**src/rtl/spi_seq_pkg.sv**
```systemverilog
package spi_seq_pkg;
  typedef enum logic [1:0] {
    MODE_DUPLEX  = 2'd0,
    MODE_RX_ONLY = 2'd1,
    MODE_TX_ONLY = 2'd2,
    MODE_RSVD    = 2'd3
  } xfer_mode_e;

  // transmit side participates unless receive-only
  function automatic logic tx_side(xfer_mode_e m);
    return m != MODE_RX_ONLY;
  endfunction

  // receive side participates unless transmit-only
  function automatic logic rx_side(xfer_mode_e m);
    return m != MODE_TX_ONLY;
  endfunction
endpackage

```
**src/rtl/spi_seq_gate.sv**
```systemverilog
module spi_seq_gate
  import spi_seq_pkg::*;
(
  input  logic [1:0] mode_i,
  input  logic       rx_ovr_i,
  input  logic       rx_full_i,
  input  logic       tx_empty_i,
  output logic       tx_hold_o,
  output logic       rx_hold_o
);
  xfer_mode_e mode;
  assign mode      = xfer_mode_e'(mode_i);
  assign tx_hold_o = tx_empty_i & tx_side(mode);
  assign rx_hold_o = rx_full_i & rx_side(mode) & ~rx_ovr_i;
endmodule

```
**src/rtl/spi_seq_shifter.sv**
```systemverilog
module spi_seq_shifter #(
  parameter int DW = 32,
  localparam int LW = $clog2(DW)
) (
  input  logic          clk_i,
  input  logic          rst_ni,
  input  logic          start_i,
  input  logic [LW-1:0] len_i,
  input  logic [DW-1:0] word_i,
  input  logic          miso_i,
  output logic          busy_o,
  output logic          done_o,
  output logic [DW-1:0] rx_word_o,
  output logic          sclk_o,
  output logic          mosi_o,
  output logic          cs_no
);
  logic          busy_q, sclk_q;
  logic [LW-1:0] cnt_q, len_q;
  logic [DW-1:0] tx_sh_q, rx_sh_q;

  always_ff @(posedge clk_i or negedge rst_ni) begin
    if (!rst_ni) begin
      busy_q  <= 1'b0;
      sclk_q  <= 1'b0;
      cnt_q   <= '0;
      len_q   <= '0;
      tx_sh_q <= '0;
      rx_sh_q <= '0;
    end else if (start_i) begin
      busy_q  <= 1'b1;
      sclk_q  <= 1'b0;
      cnt_q   <= len_i;
      len_q   <= len_i;
      tx_sh_q <= word_i;
      rx_sh_q <= '0;
    end else if (busy_q) begin
      if (!sclk_q) begin
        sclk_q  <= 1'b1;
        rx_sh_q <= {rx_sh_q[DW-2:0], miso_i};
      end else begin
        sclk_q <= 1'b0;
        if (cnt_q == '0) begin
          busy_q <= 1'b0;
        end else begin
          cnt_q   <= cnt_q - 1'b1;
          tx_sh_q <= {tx_sh_q[DW-2:0], 1'b0};
        end
      end
    end
  end

  assign busy_o    = busy_q;
  assign done_o    = busy_q & sclk_q & (cnt_q == '0);
  assign rx_word_o = rx_sh_q;
  assign sclk_o    = sclk_q;
  assign mosi_o    = busy_q & tx_sh_q[len_q];
  assign cs_no     = ~busy_q;
endmodule

```
**src/rtl/spi_chan_seq.sv**
```systemverilog
module spi_chan_seq
  import spi_seq_pkg::*;
#(
  parameter int DW = 32,
  localparam int LW = $clog2(DW)
) (
  input  logic          clk_i,
  input  logic          rst_ni,
  input  logic          chan_en_i,
  input  logic [1:0]    mode_i,
  input  logic [LW-1:0] wlen_i,
  input  logic          rx_ovr_i,
  input  logic          slave_mode_i,
  input  logic          force_shift_i,
  input  logic          tx_dma_en_i,
  input  logic          rx_dma_en_i,
  input  logic          tx_wr_i,
  input  logic [DW-1:0] tx_data_i,
  input  logic          rx_rd_i,
  output logic [DW-1:0] rx_data_o,
  output logic          rx_full_o,
  output logic          tx_empty_o,
  output logic          eot_o,
  output logic          irq_tx_o,
  output logic          irq_rx_o,
  output logic          dma_tx_o,
  output logic          dma_rx_o,
  output logic          sclk_o,
  output logic          mosi_o,
  input  logic          miso_i,
  output logic          cs_no
);
  logic          en_q, pend_q, tx_new_q;
  logic          rx_full_q, tx_empty_q, eot_q, irq_tx_q, irq_rx_q;
  logic [DW-1:0] tx_q, rx_q;

  logic          busy, done;
  logic [DW-1:0] rx_word, word_n;
  logic          ev, attempt, blocked, shift_ok, start, quick, complete, irq_ev;
  logic          rxf_n, txe_n, rx_full_d, tx_empty_d, eot_d;
  logic          ev_tx_hold, ev_rx_hold, post_tx_hold, post_rx_hold;
  logic          cur_tx_req, cur_rx_req;

  assign ev    = (chan_en_i & ~en_q) | tx_wr_i | rx_rd_i;
  assign rxf_n = rx_full_q & ~rx_rd_i;
  assign txe_n = tx_empty_q & ~tx_wr_i;

  spi_seq_gate u_gate_eval (
    .mode_i(mode_i), .rx_ovr_i(rx_ovr_i), .rx_full_i(rxf_n), .tx_empty_i(txe_n),
    .tx_hold_o(ev_tx_hold), .rx_hold_o(ev_rx_hold)
  );

  assign attempt  = chan_en_i & ~busy & (ev | pend_q);
  assign blocked  = ev_tx_hold | ev_rx_hold;
  assign shift_ok = ~slave_mode_i | force_shift_i;
  assign start    = attempt & ~blocked & shift_ok;
  assign quick    = attempt & ~blocked & ~shift_ok;
  assign complete = done | quick;
  assign irq_ev   = complete | (attempt & blocked);
  assign word_n   = tx_wr_i ? tx_data_i : tx_q;

  always_comb begin
    rx_full_d = rxf_n;
    if (complete && rx_side(xfer_mode_e'(mode_i))) rx_full_d = 1'b1;
    if (done)       tx_empty_d = ~(tx_new_q | tx_wr_i);
    else if (quick) tx_empty_d = 1'b1;
    else            tx_empty_d = txe_n;
    if (complete)   eot_d = 1'b1;
    else if (start) eot_d = 1'b0;
    else            eot_d = eot_q;
  end

  // interrupt conditions judged on the flags being written this cycle
  spi_seq_gate u_gate_post (
    .mode_i(mode_i), .rx_ovr_i(rx_ovr_i), .rx_full_i(rx_full_d), .tx_empty_i(tx_empty_d),
    .tx_hold_o(post_tx_hold), .rx_hold_o(post_rx_hold)
  );

  // DMA levels ignore the overrun setting
  spi_seq_gate u_gate_dma (
    .mode_i(mode_i), .rx_ovr_i(1'b0), .rx_full_i(rx_full_q), .tx_empty_i(tx_empty_q),
    .tx_hold_o(cur_tx_req), .rx_hold_o(cur_rx_req)
  );

  spi_seq_shifter #(.DW(DW)) u_shift (
    .clk_i(clk_i), .rst_ni(rst_ni), .start_i(start), .len_i(wlen_i), .word_i(word_n),
    .miso_i(miso_i), .busy_o(busy), .done_o(done), .rx_word_o(rx_word),
    .sclk_o(sclk_o), .mosi_o(mosi_o), .cs_no(cs_no)
  );

  always_ff @(posedge clk_i or negedge rst_ni) begin
    if (!rst_ni) begin
      en_q       <= 1'b0;
      pend_q     <= 1'b0;
      tx_new_q   <= 1'b0;
      rx_full_q  <= 1'b0;
      tx_empty_q <= 1'b1;
      eot_q      <= 1'b0;
      irq_tx_q   <= 1'b0;
      irq_rx_q   <= 1'b0;
      tx_q       <= '0;
      rx_q       <= '0;
    end else begin
      en_q       <= chan_en_i;
      rx_full_q  <= rx_full_d;
      tx_empty_q <= tx_empty_d;
      eot_q      <= eot_d;
      irq_tx_q   <= irq_ev & post_tx_hold;
      irq_rx_q   <= irq_ev & post_rx_hold;

      if (!chan_en_i)      pend_q <= 1'b0;
      else if (busy && ev) pend_q <= 1'b1;
      else if (attempt)    pend_q <= 1'b0;

      if (start)                tx_new_q <= 1'b0;
      else if (busy && tx_wr_i) tx_new_q <= 1'b1;

      if (start || quick) tx_q <= '0;
      else if (tx_wr_i)   tx_q <= tx_data_i;

      if (done) rx_q <= rx_word;
    end
  end

  assign rx_data_o  = rx_q;
  assign rx_full_o  = rx_full_q;
  assign tx_empty_o = tx_empty_q;
  assign eot_o      = eot_q;
  assign irq_tx_o   = irq_tx_q;
  assign irq_rx_o   = irq_rx_q;
  assign dma_tx_o   = chan_en_i & tx_dma_en_i & cur_tx_req;
  assign dma_rx_o   = chan_en_i & rx_dma_en_i & cur_rx_req;
endmodule

```
**config.mk**
```make
export PLATFORM = sky130hd
export DESIGN_NAME = spi_chan_seq
export DESIGN_NICKNAME = d
export VERILOG_FILES = /design/src/rtl/spi_seq_pkg.sv /design/src/rtl/spi_seq_gate.sv /design/src/rtl/spi_seq_shifter.sv /design/src/rtl/spi_chan_seq.sv
export SDC_FILE = /design/constraint.sdc
export NUM_CORES = 1
export LEC_CHECK = 0
export BUFFER_PORTS_ARGS = -buffer_cell sky130_fd_sc_hd__buf_4
export CAP_MARGIN = 5
export CORE_UTILIZATION = 56
export DETAILED_ROUTE_END_ITERATION = 16
export GPL_ROUTABILITY_DRIVEN = 0
export GPL_TIMING_DRIVEN = 0
export PLACE_DENSITY_LB_ADDON = 0.05
export SETUP_SLACK_MARGIN = 0.2
export SYNTH_ARGS = -nofsm -noshare
export SYNTH_HDL_FRONTEND = slang
export SYNTH_SLANG_ARGS = --single-unit
```
**constraint.sdc**
```tcl
create_clock -name clk_i -period 4.39 [get_ports clk_i]
set_input_delay 0.2195 -clock clk_i [delete_from_list [all_inputs] [get_ports clk_i]]
set_output_delay 0.2195 -clock clk_i [all_outputs]
set_load 0.02 [all_outputs]
```
==> results.md <==
- Status: finished, final reports clean
- Die boundary height: 109 µm
- Half-perimeter wire length after placement: 9040 µm
- Fraction of layout instances using a drive strength above 1: 29.5%
- Worst setup EP type: primary output
- I/O pin count: 92
- Worst setup skew after layout: 6.87 ps
- Leading cell type in the layout, fill and taps excluded: sky130_fd_sc_hd__dfrtp_1
- Via count of the first global-routing pass: 4561
- Setup repair after global routing missed its margin: no
- Max-slew violations: 0
- Average detailed-routed wire length per instance: 16.3 µm
- Met1 Usage GRT: 30.7%
- Max_slew headroom: 52.6%
- Slew at the pin with the worst max-slew slack: 711 ps
- Share of synthesized area occupied by flip-flops and latches: 58.1%
- Total clock buffers created by CTS: 17
- Clk Latency, worst-skew pair: 420 ps
- Hold violation total from the final report: 0
- Final setup fails: 0
- Post-synth top flop: sky130_fd_sc_hd__dfrtp_1
- Post-CTS setup repair buffer count: 0
- Register-to-register setup slack: 2450 ps
- Effective utilization at floorplan: 58.1%
- Worst ir drop on vdd: 0.516 mV
- Starting DRT DRC Count: 217
- Detailed-route DRC error count: 0
- Max Clock Freq: 393 MHz
- Type of the most critical hold path: input port to flip-flop
- CTS Root Buffer Type: sky130_fd_sc_hd__clkbuf_16
- Cell variety after synth: 41
- Count of buffering cells on the critical path with inverters included: 2
- Final hold slack: 22.6 ps
- Antenna violations before repair: 0
- Endpoint arrival time on the critical path: 2330 ps
- Filler Cell Count: 801
- Sinks on the clock net: 148
- Max Fanout on Critical Path: 9
- Share of total power in the clock network: 25.9%
- Leakage: 0.00386 µW
- Ant diodes: 0
- Kind of cell with the highest combined delay on the critical path: multiplexers
- Gr busiest metal: met2
- Post-Place Cell Area: 7260 µm²
- Final Total Pwr: 5640 µW
- Row cnt: 38
- Start-to-end type of the worst setup path: flip-flop to primary output
- Total routing resource utilization after global routing: 24.6%
- Sw Pwr: 1990 µW
- Number of nets in the layout: 714
- Number of H-tree levels: 4
- Register share of total power: 38.7%
- Maximum count of clock buffers along a single path: 2
- Pwr per Cell Area: 714 nW/µm²
- Cell Area, Synth: 6380 µm²
- Internal Dissipation: 3650 µW
- Overflow left after global routing: 0
- Count of antenna-violating nets left after detailed routing: 0
- Maxcap violations: 0
- Shortest clock period the worst path allows after layout: 2550 ps
- Met2 Usage GRT: 41.7%
- Sum of negative setup slack: 0 ps
- Sw frac: 35.2%
- Cell with the largest stage delay on the worst path: sky130_fd_sc_hd__mux4_2
- Post-Layout Inst Area: 7900 µm²
- Average instance area after synthesis: 11.6 µm²
- Part of the total power dissipated in combinational logic: 35.4%
- Area of the placeable core: 11000 µm²
- Cell Chain, Critical Path: buf_2 -> mux4_2 -> mux2_2 -> o311a_1 -> buf_4
- Die area: 11800 µm²
- Synthesized net count: 600
- Total vias in the final route: 4416
- TritonCTS clock tree: yes
- Startpoint class of the critical path: flip-flop
- Syn Inst Count: 548
- Reg clk slew, reported paths: 60 ps
- IO Port Bufs: 90
- GR Layer Usage met3: 6.69%
- Syn-to-layout area delta: 23.9%
- DRT Wirelength: 13300 µm
- Number of synthesis warnings: 0
- Largest stage delay on the critical path: 540 ps
- Global-route wire length before repair: 21800 µm
- Register bit count reported by yosys: 148
- Floorplan die width: 109 µm
- Crit share post-route: 58.0%
- Required time of the critical path: 4170 ps
- Ys async rst share: 100%
- Largest net degree at the start of global routing: 94
- Vias per Instance: 5.42
- Commonest non-fill, non-tap cells in the layout: sky130_fd_sc_hd__dfrtp_1 (147), sky130_fd_sc_hd__nand2_1 (93), sky130_fd_sc_hd__buf_4 (90), sky130_fd_sc_hd__nor2_1 (70), sky130_fd_sc_hd__mux2i_1 (37)
- Number of synthesized flops with an enable pin: 0
- First-pass DRT Iterations: 5
-- final timing paths --
check / depth (start not counted) / to / from
hold / removal: 3 / u_shift.len_q[3] / wlen_i[3]
hold reg to reg: 1 / rx_data_o[6] / rx_data_o[6]
setup / recovery: 5 / mosi_o / u_shift.len_q[0]
setup reg to reg: 7 / u_shift.tx_sh_q[29] / u_shift.cnt_q[0]
min in group asynchronous: 2 / tx_q[23] / rst_ni
max in group asynchronous: 3 / tx_empty_o / rst_ni
-- area by class of cell --
type	instances	area, µm²	share of cell area, %
Inverter	6	22.5	0.285
Clock buffer	19	453	5.73
Multi-Input combinational cell	356	2430	30.7
Tap cell	140	175	2.22
Timing Repair Buffer	95	747	9.46
Sequential cell	148	3700	46.9
Buffer	38	223	2.82
Clock inverter	13	148	1.87
-- state kept, by name, indices dropped and copies added, names as in the netlist, 5 cells and up --
register	cells
tx_q	32
rx_data_o	32
u_shift.cnt_q	5
u_shift.rx_word_o	32
u_shift.len_q	5
u_shift.tx_sh_q	32
-- worst reg2reg max path, stage by stage (launching register included) --
cell and delay (ps):
sky130_fd_sc_hd__dfrtp_1 400, sky130_fd_sc_hd__inv_1 100, sky130_fd_sc_hd__ha_1 160, sky130_fd_sc_hd__nor4b_4 330, sky130_fd_sc_hd__nor2_2 140, sky130_fd_sc_hd__buf_6 170
sky130_fd_sc_hd__buf_6 150, sky130_fd_sc_hd__a221o_1 370
-- per-layer routing --
layer | share of wire [%] | wire length [µm]
met5 | 0 | 0
met4 | 1.0 | 133
met3 | 4.6 | 616
met2 | 51 | 6790
met1 | 43 | 5770
-- cell families after synthesis --
| logic type | Yosys count | synth area share [%] |
|---|---|---|
| and+or+nand+nor | 189 | 13.3 |
| DFF | 148 | 58.1 |
| AOI/OAI and AO/OA | 81 | 9.18 |
| muxes | 80 | 14.6 |
| buffers and inverters | 44 | 3.85 |
| xor gates and xnor gates | 4 | 0.549 |
| adders and majority gates | 2 | 0.392 |
-- metrics by stage --
step                      std cells  setup WS (ps)  util, %
after floorplan                 548           2520        -
after global placement          778           2280     65.8
after detailed placement        779           2280     66.1
after CTS                       815           1820     71.9
after global routing            815           1750     71.9
final                           815           1840     71.9
-- what timing repair did --
item | 4_1_cts | 5_1_grt
setup endpoints to repair | 0 | 0
hold buffers | 4 | 0
endpoints found under the hold margin | 58 | 0
gates resized for setup | 0 | 0
-- synthesized netlist by cell type (all sizes together), types with 2 or more instances --
cell | number | share of area [%]
mux4 | 7 | 2.5
inv | 6 | 0.35
buf | 25 | 2.7
and3 | 2 | 0.20
nand3 | 5 | 0.55
o21ai | 40 | 3.1
nand2b | 4 | 0.55
clkbuf | 13 | 0.77
nor4b | 2 | 0.75
nand2 | 93 | 5.5
nor3 | 4 | 0.49
mux2 | 36 | 6.4
ha | 2 | 0.39
a221o | 30 | 4.7
mux2i | 37 | 5.8
dfrtp | 147 | 58
a21oi | 6 | 0.47
nor2 | 72 | 4.5
xnor2 | 3 | 0.41
nor2b | 3 | 0.29
-- power by group through the flow --
stage                     Clock (µW)  Sequential (µW)  Combinational (µW)
after floorplan                    0             2290                1230
after global routing            1540             2250                2190
after CTS                       1480             2190                2020
after global placement             0             2170                1950
after detailed placement           0             2200                2000
final                           1460             2190                2000
No activity file was read; power rests on OpenSTA's default activity.
